### config.mk
export PLATFORM = sky130hd
export DESIGN_NAME = evt_timer
export DESIGN_NICKNAME = d
export VERILOG_FILES = /design/src/rtl/evt_timer_pkg.sv /design/src/rtl/evt_timer_cfg.sv /design/src/rtl/evt_timer_core.sv /design/src/rtl/evt_timer_chan.sv /design/src/rtl/evt_timer.sv
export SDC_FILE = /design/constraint.sdc
export NUM_CORES = 1
export LEC_CHECK = 0
export ABC_CLOCK_PERIOD_IN_PS = 4600
export BUFFER_PORTS_ARGS = -buffer_cell sky130_fd_sc_hd__buf_2
export CAP_MARGIN = 10
export CORE_ASPECT_RATIO = 1.4
export CORE_UTILIZATION = 57
export DETAILED_ROUTE_END_ITERATION = 7
export PLACE_DENSITY = 0.86
export SETUP_SLACK_MARGIN = 0.4
export SLEW_MARGIN = 20
export SYNTH_ARGS = -nofsm -noshare
export SYNTH_HDL_FRONTEND = slang
export SYNTH_HIERARCHICAL = 1
export SYNTH_SLANG_ARGS = --single-unit
### constraint.sdc
create_clock -name clk -period 4.6 [get_ports clk]
set_input_delay 0.69 -clock clk [delete_from_list [all_inputs] [get_ports clk]]
set_output_delay 0.69 -clock clk [all_outputs]
set_load 0.01 [all_outputs]
### src/rtl/evt_timer_pkg.sv
package evt_timer_pkg;

  typedef enum logic [2:0] {
    A0_NONE  = 3'd0,
    A0_RTG   = 3'd1,
    A0_EVCNT = 3'd2,
    A0_START = 3'd3,
    A0_INC   = 3'd4,
    A0_LVCNT = 3'd5,
    A0_RSVD  = 3'd6,
    A0_FAULT = 3'd7
  } act0_e;

  typedef enum logic [2:0] {
    A1_NONE  = 3'd0,
    A1_RTG   = 3'd1,
    A1_DIR   = 3'd2,
    A1_STOP  = 3'd3,
    A1_DEC   = 3'd4,
    A1_PPW   = 3'd5,
    A1_PWP   = 3'd6,
    A1_FAULT = 3'd7
  } act1_e;

  typedef enum logic [1:0] {
    CY_BEGIN = 2'd0,
    CY_END   = 2'd1,
    CY_WRAP  = 2'd2,
    CY_EDGES = 2'd3
  } cyc_sel_e;

  // Non-channel part of the configuration word, LSB is action0 bit 0.
  typedef struct packed {
    logic     cyc_oe;
    logic     rtg_oe;
    logic     ovf_oe;
    logic     inv1;
    logic     inv0;
    logic     en1;
    logic     en0;
    cyc_sel_e cyc_sel;
    act1_e    act1;
    act0_e    act0;
  } cfg_t;

  localparam int CFG_BASE_W = $bits(cfg_t);

endpackage

### src/rtl/evt_timer_cfg.sv
module evt_timer_cfg
  import evt_timer_pkg::*;
#(
  parameter int N_CH  = 4,
  localparam int CFG_W = CFG_BASE_W + 2 * N_CH
) (
  input  logic              clk,
  input  logic              rst_n,
  input  logic              we,
  input  logic [CFG_W-1:0]  wdata,
  output cfg_t              cfg,
  output logic [N_CH-1:0]   cc_oe,
  output logic [N_CH-1:0]   cc_ie
);

  cfg_t            cfg_q, cfg_n;
  logic [N_CH-1:0] oe_q, oe_n, ie_q, ie_n;

  always_comb begin
    cfg_n = cfg_q;
    oe_n  = oe_q;
    ie_n  = ie_q;
    if (we) begin
      cfg_n = cfg_t'(wdata[CFG_BASE_W-1:0]);
      oe_n  = wdata[CFG_BASE_W +: N_CH];
      ie_n  = wdata[CFG_BASE_W + N_CH +: N_CH];
    end
  end

  always_ff @(posedge clk or negedge rst_n) begin
    if (!rst_n) begin
      cfg_q <= '0;
      oe_q  <= '0;
      ie_q  <= '0;
    end else begin
      cfg_q <= cfg_n;
      oe_q  <= oe_n;
      ie_q  <= ie_n;
    end
  end

  assign cfg   = cfg_q;
  assign cc_oe = oe_q;
  assign cc_ie = ie_q;

endmodule

### src/rtl/evt_timer_core.sv
module evt_timer_core
  import evt_timer_pkg::*;
#(
  parameter int CNT_W = 8
) (
  input  logic             clk,
  input  logic             rst_n,
  input  cfg_t             cfg,
  input  logic             evt0,
  input  logic             evt1,
  input  logic [CNT_W-1:0] top,
  output logic [CNT_W-1:0] cnt_cur,
  output logic [CNT_W-1:0] cnt_nxt,
  output logic             step,
  output logic             per_cap,
  output logic             pw_cap,
  output logic             per_to_ch1,
  output logic             running,
  output logic             fault,
  output logic             ovf_evt,
  output logic             rtg_evt,
  output logic             cyc_evt
);

  localparam logic [CNT_W-1:0] ONE = CNT_W'(1);

  logic [CNT_W-1:0] cnt_q, cnt_n;
  logic run_q, run_n, flt_q, flt_n, e1_q;
  logic ovf_q, ovf_n, rtg_q, rtg_n, cyc_q, cyc_n;

  logic e0, e1;
  logic fault_hit, stop_hit, rtg_hit, start_hit, inc_hit, dec_hit;
  logic ppw_mode, e1_rise, e1_fall, down_lvl, gated, do_step, go_down;
  logic beg_c, end_c, bnd_c, wrap_c, rtg_c;

  // Effective inputs: inversion then enable.
  assign e0 = cfg.en0 & (evt0 ^ cfg.inv0);
  assign e1 = cfg.en1 & (evt1 ^ cfg.inv1);

  assign fault_hit = (e0 && cfg.act0 == A0_FAULT) || (e1 && cfg.act1 == A1_FAULT);
  assign stop_hit  = e1 && cfg.act1 == A1_STOP;
  assign rtg_hit   = (e0 && cfg.act0 == A0_RTG) || (e1 && cfg.act1 == A1_RTG);
  assign start_hit = e0 && cfg.act0 == A0_START;
  assign inc_hit   = e0 && cfg.act0 == A0_INC;
  assign dec_hit   = e1 && cfg.act1 == A1_DEC;
  assign ppw_mode  = (cfg.act1 == A1_PPW) || (cfg.act1 == A1_PWP);
  assign e1_rise   = ppw_mode && e1 && !e1_q;
  assign e1_fall   = ppw_mode && !e1 && e1_q;
  assign down_lvl  = (cfg.act1 == A1_DIR) && e1;
  assign gated     = (cfg.act0 == A0_EVCNT) || (cfg.act0 == A0_LVCNT);
  assign do_step   = (inc_hit != dec_hit) ||
                     (!inc_hit && !dec_hit && run_q && (!gated || e0));
  assign go_down   = dec_hit ? 1'b1 : (inc_hit ? 1'b0 : down_lvl);

  always_comb begin
    cnt_n   = cnt_q;
    run_n   = run_q;
    flt_n   = flt_q;
    beg_c   = 1'b0;
    end_c   = 1'b0;
    bnd_c   = 1'b0;
    wrap_c  = 1'b0;
    rtg_c   = 1'b0;
    step    = 1'b0;
    per_cap = 1'b0;
    pw_cap  = 1'b0;
    if (!flt_q) begin
      if (fault_hit) begin
        flt_n = 1'b1;
        run_n = 1'b0;
      end else if (stop_hit) begin
        run_n = 1'b0;
        end_c = run_q;
      end else if (rtg_hit) begin
        run_n = 1'b1;
        cnt_n = down_lvl ? top : '0;
        rtg_c = 1'b1;
        beg_c = 1'b1;
        bnd_c = !run_q;
      end else if (e1_rise) begin
        per_cap = 1'b1;
        run_n   = 1'b1;
        cnt_n   = '0;
        beg_c   = 1'b1;
        bnd_c   = !run_q;
      end else begin
        pw_cap = e1_fall;
        if (start_hit && !run_q) begin
          run_n = 1'b1;
          beg_c = 1'b1;
          bnd_c = 1'b1;
        end
        if (do_step) begin
          step = 1'b1;
          if (go_down) begin
            if (cnt_q == '0) begin
              cnt_n  = top;
              wrap_c = 1'b1;
            end else begin
              cnt_n = cnt_q - ONE;
            end
          end else begin
            if (cnt_q == top) begin
              cnt_n  = '0;
              wrap_c = 1'b1;
            end else begin
              cnt_n = cnt_q + ONE;
            end
          end
        end
      end
    end
    ovf_n = cfg.ovf_oe & wrap_c;
    rtg_n = cfg.rtg_oe & rtg_c;
    unique case (cfg.cyc_sel)
      CY_BEGIN: cyc_n = cfg.cyc_oe & (beg_c | wrap_c);
      CY_END:   cyc_n = cfg.cyc_oe & (end_c | wrap_c);
      CY_WRAP:  cyc_n = cfg.cyc_oe & wrap_c;
      default:  cyc_n = cfg.cyc_oe & (bnd_c | end_c);
    endcase
  end

  always_ff @(posedge clk or negedge rst_n) begin
    if (!rst_n) begin
      cnt_q <= '0;
      run_q <= 1'b0;
      flt_q <= 1'b0;
      e1_q  <= 1'b0;
      ovf_q <= 1'b0;
      rtg_q <= 1'b0;
      cyc_q <= 1'b0;
    end else begin
      cnt_q <= cnt_n;
      run_q <= run_n;
      flt_q <= flt_n;
      e1_q  <= e1;
      ovf_q <= ovf_n;
      rtg_q <= rtg_n;
      cyc_q <= cyc_n;
    end
  end

  assign cnt_cur    = cnt_q;
  assign cnt_nxt    = cnt_n;
  assign per_to_ch1 = (cfg.act1 == A1_PWP);
  assign running    = run_q;
  assign fault      = flt_q;
  assign ovf_evt    = ovf_q;
  assign rtg_evt    = rtg_q;
  assign cyc_evt    = cyc_q;

endmodule

### src/rtl/evt_timer_chan.sv
module evt_timer_chan #(
  parameter int CNT_W = 8,
  parameter int IDX   = 0
) (
  input  logic             clk,
  input  logic             rst_n,
  input  logic             oe,
  input  logic             ie,
  input  logic             req,
  input  logic [CNT_W-1:0] cmp,
  input  logic [CNT_W-1:0] cnt_cur,
  input  logic [CNT_W-1:0] cnt_nxt,
  input  logic             step,
  input  logic             per_cap,
  input  logic             pw_cap,
  input  logic             per_to_ch1,
  output logic [CNT_W-1:0] cap_val,
  output logic             mc_evt
);

  logic [CNT_W-1:0] cap_q, cap_n;
  logic             mc_q, mc_n;
  logic             ppw_hit, cap_hit, match;

  generate
    if (IDX == 0) begin : g_ch0
      assign ppw_hit = (per_cap && !per_to_ch1) || (pw_cap && per_to_ch1);
    end else if (IDX == 1) begin : g_ch1
      assign ppw_hit = (per_cap && per_to_ch1) || (pw_cap && !per_to_ch1);
    end else begin : g_chn
      assign ppw_hit = 1'b0;
    end
  endgenerate

  assign cap_hit = ie && (req || ppw_hit);
  assign match   = !ie && step && (cnt_nxt == cmp);

  always_comb begin
    cap_n = cap_q;
    if (cap_hit) cap_n = cnt_cur;
    mc_n = oe && (cap_hit || match);
  end

  always_ff @(posedge clk or negedge rst_n) begin
    if (!rst_n) begin
      cap_q <= '0;
      mc_q  <= 1'b0;
    end else begin
      cap_q <= cap_n;
      mc_q  <= mc_n;
    end
  end

  assign cap_val = cap_q;
  assign mc_evt  = mc_q;

endmodule

### src/rtl/evt_timer.sv
module evt_timer
  import evt_timer_pkg::*;
#(
  parameter int CNT_W = 8,
  parameter int N_CH  = 4,
  localparam int CFG_W = CFG_BASE_W + 2 * N_CH
) (
  input  logic                    clk,
  input  logic                    rst_n,
  input  logic                    cfg_we,
  input  logic [CFG_W-1:0]        cfg_wdata,
  input  logic                    evt0_in,
  input  logic                    evt1_in,
  input  logic [CNT_W-1:0]        period_top,
  input  logic [N_CH*CNT_W-1:0]   cmp_val,
  input  logic [N_CH-1:0]         cap_req,
  output logic [CNT_W-1:0]        count,
  output logic                    running,
  output logic                    fault,
  output logic                    ovf_evt,
  output logic                    rtg_evt,
  output logic                    cyc_evt,
  output logic [N_CH-1:0]         mc_evt,
  output logic [N_CH*CNT_W-1:0]   cap_val
);

  logic [1:0] rst_pipe;
  logic       rst_sync_n;

  always_ff @(posedge clk or negedge rst_n) begin
    if (!rst_n) rst_pipe <= 2'b00;
    else        rst_pipe <= {rst_pipe[0], 1'b1};
  end
  assign rst_sync_n = rst_pipe[1];

  cfg_t            cfg;
  logic [N_CH-1:0] cc_oe_q, cc_ie_q;
  logic [CNT_W-1:0] cnt_cur, cnt_nxt;
  logic step, per_cap, pw_cap, per_to_ch1;

  evt_timer_cfg #(.N_CH(N_CH)) u_cfg (
    .clk   (clk),
    .rst_n (rst_sync_n),
    .we    (cfg_we),
    .wdata (cfg_wdata),
    .cfg   (cfg),
    .cc_oe (cc_oe_q),
    .cc_ie (cc_ie_q)
  );

  evt_timer_core #(.CNT_W(CNT_W)) u_core (
    .clk        (clk),
    .rst_n      (rst_sync_n),
    .cfg        (cfg),
    .evt0       (evt0_in),
    .evt1       (evt1_in),
    .top        (period_top),
    .cnt_cur    (cnt_cur),
    .cnt_nxt    (cnt_nxt),
    .step       (step),
    .per_cap    (per_cap),
    .pw_cap     (pw_cap),
    .per_to_ch1 (per_to_ch1),
    .running    (running),
    .fault      (fault),
    .ovf_evt    (ovf_evt),
    .rtg_evt    (rtg_evt),
    .cyc_evt    (cyc_evt)
  );

  assign count = cnt_cur;

  for (genvar i = 0; i < N_CH; i++) begin : g_chan
    evt_timer_chan #(.CNT_W(CNT_W), .IDX(i)) u_chan (
      .clk        (clk),
      .rst_n      (rst_sync_n),
      .oe         (cc_oe_q[i]),
      .ie         (cc_ie_q[i]),
      .req        (cap_req[i]),
      .cmp        (cmp_val[i*CNT_W +: CNT_W]),
      .cnt_cur    (cnt_cur),
      .cnt_nxt    (cnt_nxt),
      .step       (step),
      .per_cap    (per_cap),
      .pw_cap     (pw_cap),
      .per_to_ch1 (per_to_ch1),
      .cap_val    (cap_val[i*CNT_W +: CNT_W]),
      .mc_evt     (mc_evt[i])
    );
  end

endmodule

==> results.sh <==
export IMPL_status="finished, final reports clean"
export IMPL_reg2reg_to="g_chan[1].u_chan/mc_evt"
export IMPL_synth_edf_count=0
export IMPL_r2r_start="u_cfg/cfg[10]"
export IMPL_arrival_ns=4.06
export IMPL_fin_crit_sh_pct=82.23
export IMPL_yosys_warnings=6
export IMPL_fmax_mhz=264.4
export IMPL_antenna_cells=0
export IMPL_synthTopCellsByArea="dfrtp_1, mux2_2, xnor2_1"
export IMPL_rsz0062_at_grt="false"
export IMPL_route_detailed_drc=0
export IMPL_power_density_nw_per_um2=267.7
export IMPL_hpwl_um=8118
export IMPL_postCtsResizedCells=0
export IMPL_end_kind="flop"
export IMPL_num_vias=3491
export IMPL_fillers=525
export IMPL_die_h_um=103.8
export IMPL_syn_nets=455
export IMPL_clockRootBuffer="clkbuf_8"
export IMPL_holdBufCountCts=0
export IMPL_dp_cells=586
export IMPL_hp_class="in2async"
export IMPL_yosys_register_bits=75
export IMPL_most_common_layout_cells="buf_2, dfrtp_1, mux2_2"
export IMPL_cts_buffers=9
export IMPL_die_width_um=74.75
export IMPL_start_kind="flop"
export IMPL_wire_per_inst_um=17.84
export IMPL_postCtsSetupBuffers=0
export IMPL_wirelength_um=10740
export IMPL_drive_gt1_share_pct=42.01
export IMPL_layout_commonest_cell="buf_2"
export IMPL_irDropWorstVdd_uv=191.2
export IMPL_clock_sinks=75
export IMPL_dieArea_um2=7762
export IMPL_yosys_area_top_type="dfrtp_1"
export IMPL_hold_viol=0
export IMPL_crit_chain="xor2_1 -> and2_4 -> nand3_1 -> ha_1 -> nand2_1 -> a221oi_2 -> a311oi_4 -> nor3_2 -> inv_1 -> o21ai_1 -> xnor2_1 -> nand4_1 -> or4_1 -> o21ai_0"
export IMPL_critical_path_max_stage_delay_ns=0.58
export IMPL_pre_cts_slack_ns=0.4858
export IMPL_io_pin_count=121
export IMPL_slew_headroom_pct=40.70
export IMPL_area_growth_pct=20.71
export IMPL_grt_pass1_wl_um=17240
export IMPL_avgSynthCellArea_um2=11.14
export IMPL_fin_cells=602
export IMPL_clkSlewWorstSetupHoldPaths_ns=0.07
export IMPL_setup_viol=0
export IMPL_cp_slowest_cell="nor3_2"
export IMPL_synth_top_area_share_pct=44.44
export IMPL_r2r_setup_slack_ns=0.82
export IMPL_vias_per_cell=5.799
export IMPL_antenna_found_initial=0
export IMPL_stdcell_area_um2=5097
export IMPL_grt_max_degree=41
export IMPL_dr_pass1_iters=4
export IMPL_cts_tree="built"
export IMPL_netlist_instances=379
export IMPL_tightestPinTransition_ns=0.8842
export IMPL_reg2reg_depth=14
export IMPL_synth_cell_type_count=61
export IMPL_worstPathRequired_ns=4.87
export IMPL_yosysSeqAreaShare_pct=44.44
export IMPL_crit_family="simple AND/OR/NAND/NOR gates"
export IMPL_grt_ovfl_total=0
export IMPL_cp_max_fo=9
export IMPL_place_gp_congestion=0.9110
export IMPL_crit_buf_inv=1
export IMPL_antenna_left=0
export IMPL_slew_viol_final=0
export IMPL_power_mw=1.365
export IMPL_critPathKind="reg2reg"
export IMPL_clock_latency_ns=0.36
export IMPL_port_buffers=120
export IMPL_cap_violations=0
export IMPL_postPlaceCellArea_um2=4907
export IMPL_ys_flop_type="dfrtp_1"
export IMPL_tns_ns=0
export IMPL_fin_ws_ns=0.8176
export IMPL_cts_max_level=3
export IMPL_ys_async_sr_fraction_pct=100.0
export IMPL_start_util_pct=59.71
export IMPL_clock_path_buffers=2
export IMPL_first_iter_violations=186
export IMPL_syn_cell_area_um2=4223
export IMPL_power_leakage_nw=2.415
export IMPL_fin_crit_ns=3.782
export IMPL_fin_skew_ns=0.004423
export IMPL_core_area_um2=7072
export IMPL_grt_util_all_layers_pct=29.88
export IMPL_grt_pass1_vias=3483
export IMPL_nNetsFinal=578
export IMPL_rows=36
## synthesized netlist by cell type (all sizes together) (2+ instances only)
library cell	n
mux2i	3
xor2	16
xnor2	36
a31o	2
nor4	6
or4	3
a41oi	3
a221oi	2
nand2b	2
nor3	4
inv	9
a31oi	4
buf	8
nand3	17
clkbuf	6
a21boi	4
nand4	6
nor2	12
a21oi	11
and2	4
a22oi	5
o21ai	14
nor4bb	3
a41o	2
dfrtp	75
nor2b	2
nand2	31
ha	4
and3	7
mux2	58
a211oi	3
## how the worst max path moves through the flow
stage,cells past startpoint,slack (ns),to,from
after global placement,15,0.60,g_chan[0].u_chan/mc_evt,evt0_in
after floorplan,14,0.58,g_chan[0].u_chan/mc_evt,evt1_in
after CTS,13,0.86,g_chan[1].u_chan/mc_evt,u_cfg/cfg[10]
final,14,0.82,g_chan[1].u_chan/mc_evt,u_cfg/cfg[10]
after detailed placement,15,0.49,g_chan[1].u_chan/mc_evt,evt0_in
after global routing,13,0.52,g_chan[1].u_chan/mc_evt,u_cfg/cfg[10]
## state kept, by name, summed over array words and instances, names as in the netlist
name and count:
u_core/fault 1, u_core/running 1, u_cfg/cfg 15, g_chan.u_chan/cap_val 32
u_cfg/cc_ie 4, u_core/e1_q 1, u_cfg/cc_oe 4, g_chan.u_chan/mc_evt 4
u_core/ovf_evt 1, u_core/cyc_evt 1, rst_pipe 2, u_core/rtg_evt 1
u_core/cnt_cur 8
## cell families after synthesis
logic type / share of synthesized area, %
xor+xnor: 10.79
other cells: 0.08880
simple gates: 13.10
fa+ha+maj: 1.185
compound gates: 11.32
flops: 44.44
buf+inv: 2.726
mux: 16.36
## worst reg2reg max path, cell delays in order (launching register included)
cell and delay (ns):
dfrtp_1 0.42, xor2_1 0.23, and2_4 0.22, nand3_1 0.08
ha_1 0.23, nand2_1 0.08, a221oi_2 0.29, a311oi_4 0.14
nor3_2 0.58, inv_1 0.08, o21ai_1 0.56, xnor2_1 0.19
nand4_1 0.10, or4_1 0.40, o21ai_0 0.09
## through the flow
stage               util (%)  hold slack [ns]
detailed placement     69.39           0.3464
floorplan                  -           0.3312
finish                 72.08           0.1055
global placement       69.39           0.3405
global route           72.08          0.08758
CTS                    72.08          0.09534
## per-layer routing
layer | GRT usage [%] | part of all wire (%) | vias up
met2 | 50.32 | 52 | 152
met3 | 7.588 | 6.4 | 35
li1 | - | - | 1613
met1 | 34.98 | 38 | 1691
met5 | 0 | 0 | -
met4 | 12.67 | 3.2 | 0
## report_power, final
part,internal (mW),switching [mW]
logic,0.0821,0.0828
clock network,0.240,0.241
registers,0.683,0.0353
total,1.01,0.359
## final cells by class
type | count | area, µm² | area share [%]
tap | 95 | 118.9 | 2.332
inverter | 9 | 33.78 | 0.6627
sequential | 75 | 1878 | 36.84
timing repair buffer | 126 | 645.6 | 12.67
multi-input combinational | 281 | 2231 | 43.77
clock buffer | 13 | 168.9 | 3.314
clock inverter | 3 | 21.27 | 0.4173
No activity file was read; power rests on OpenSTA's default activity.
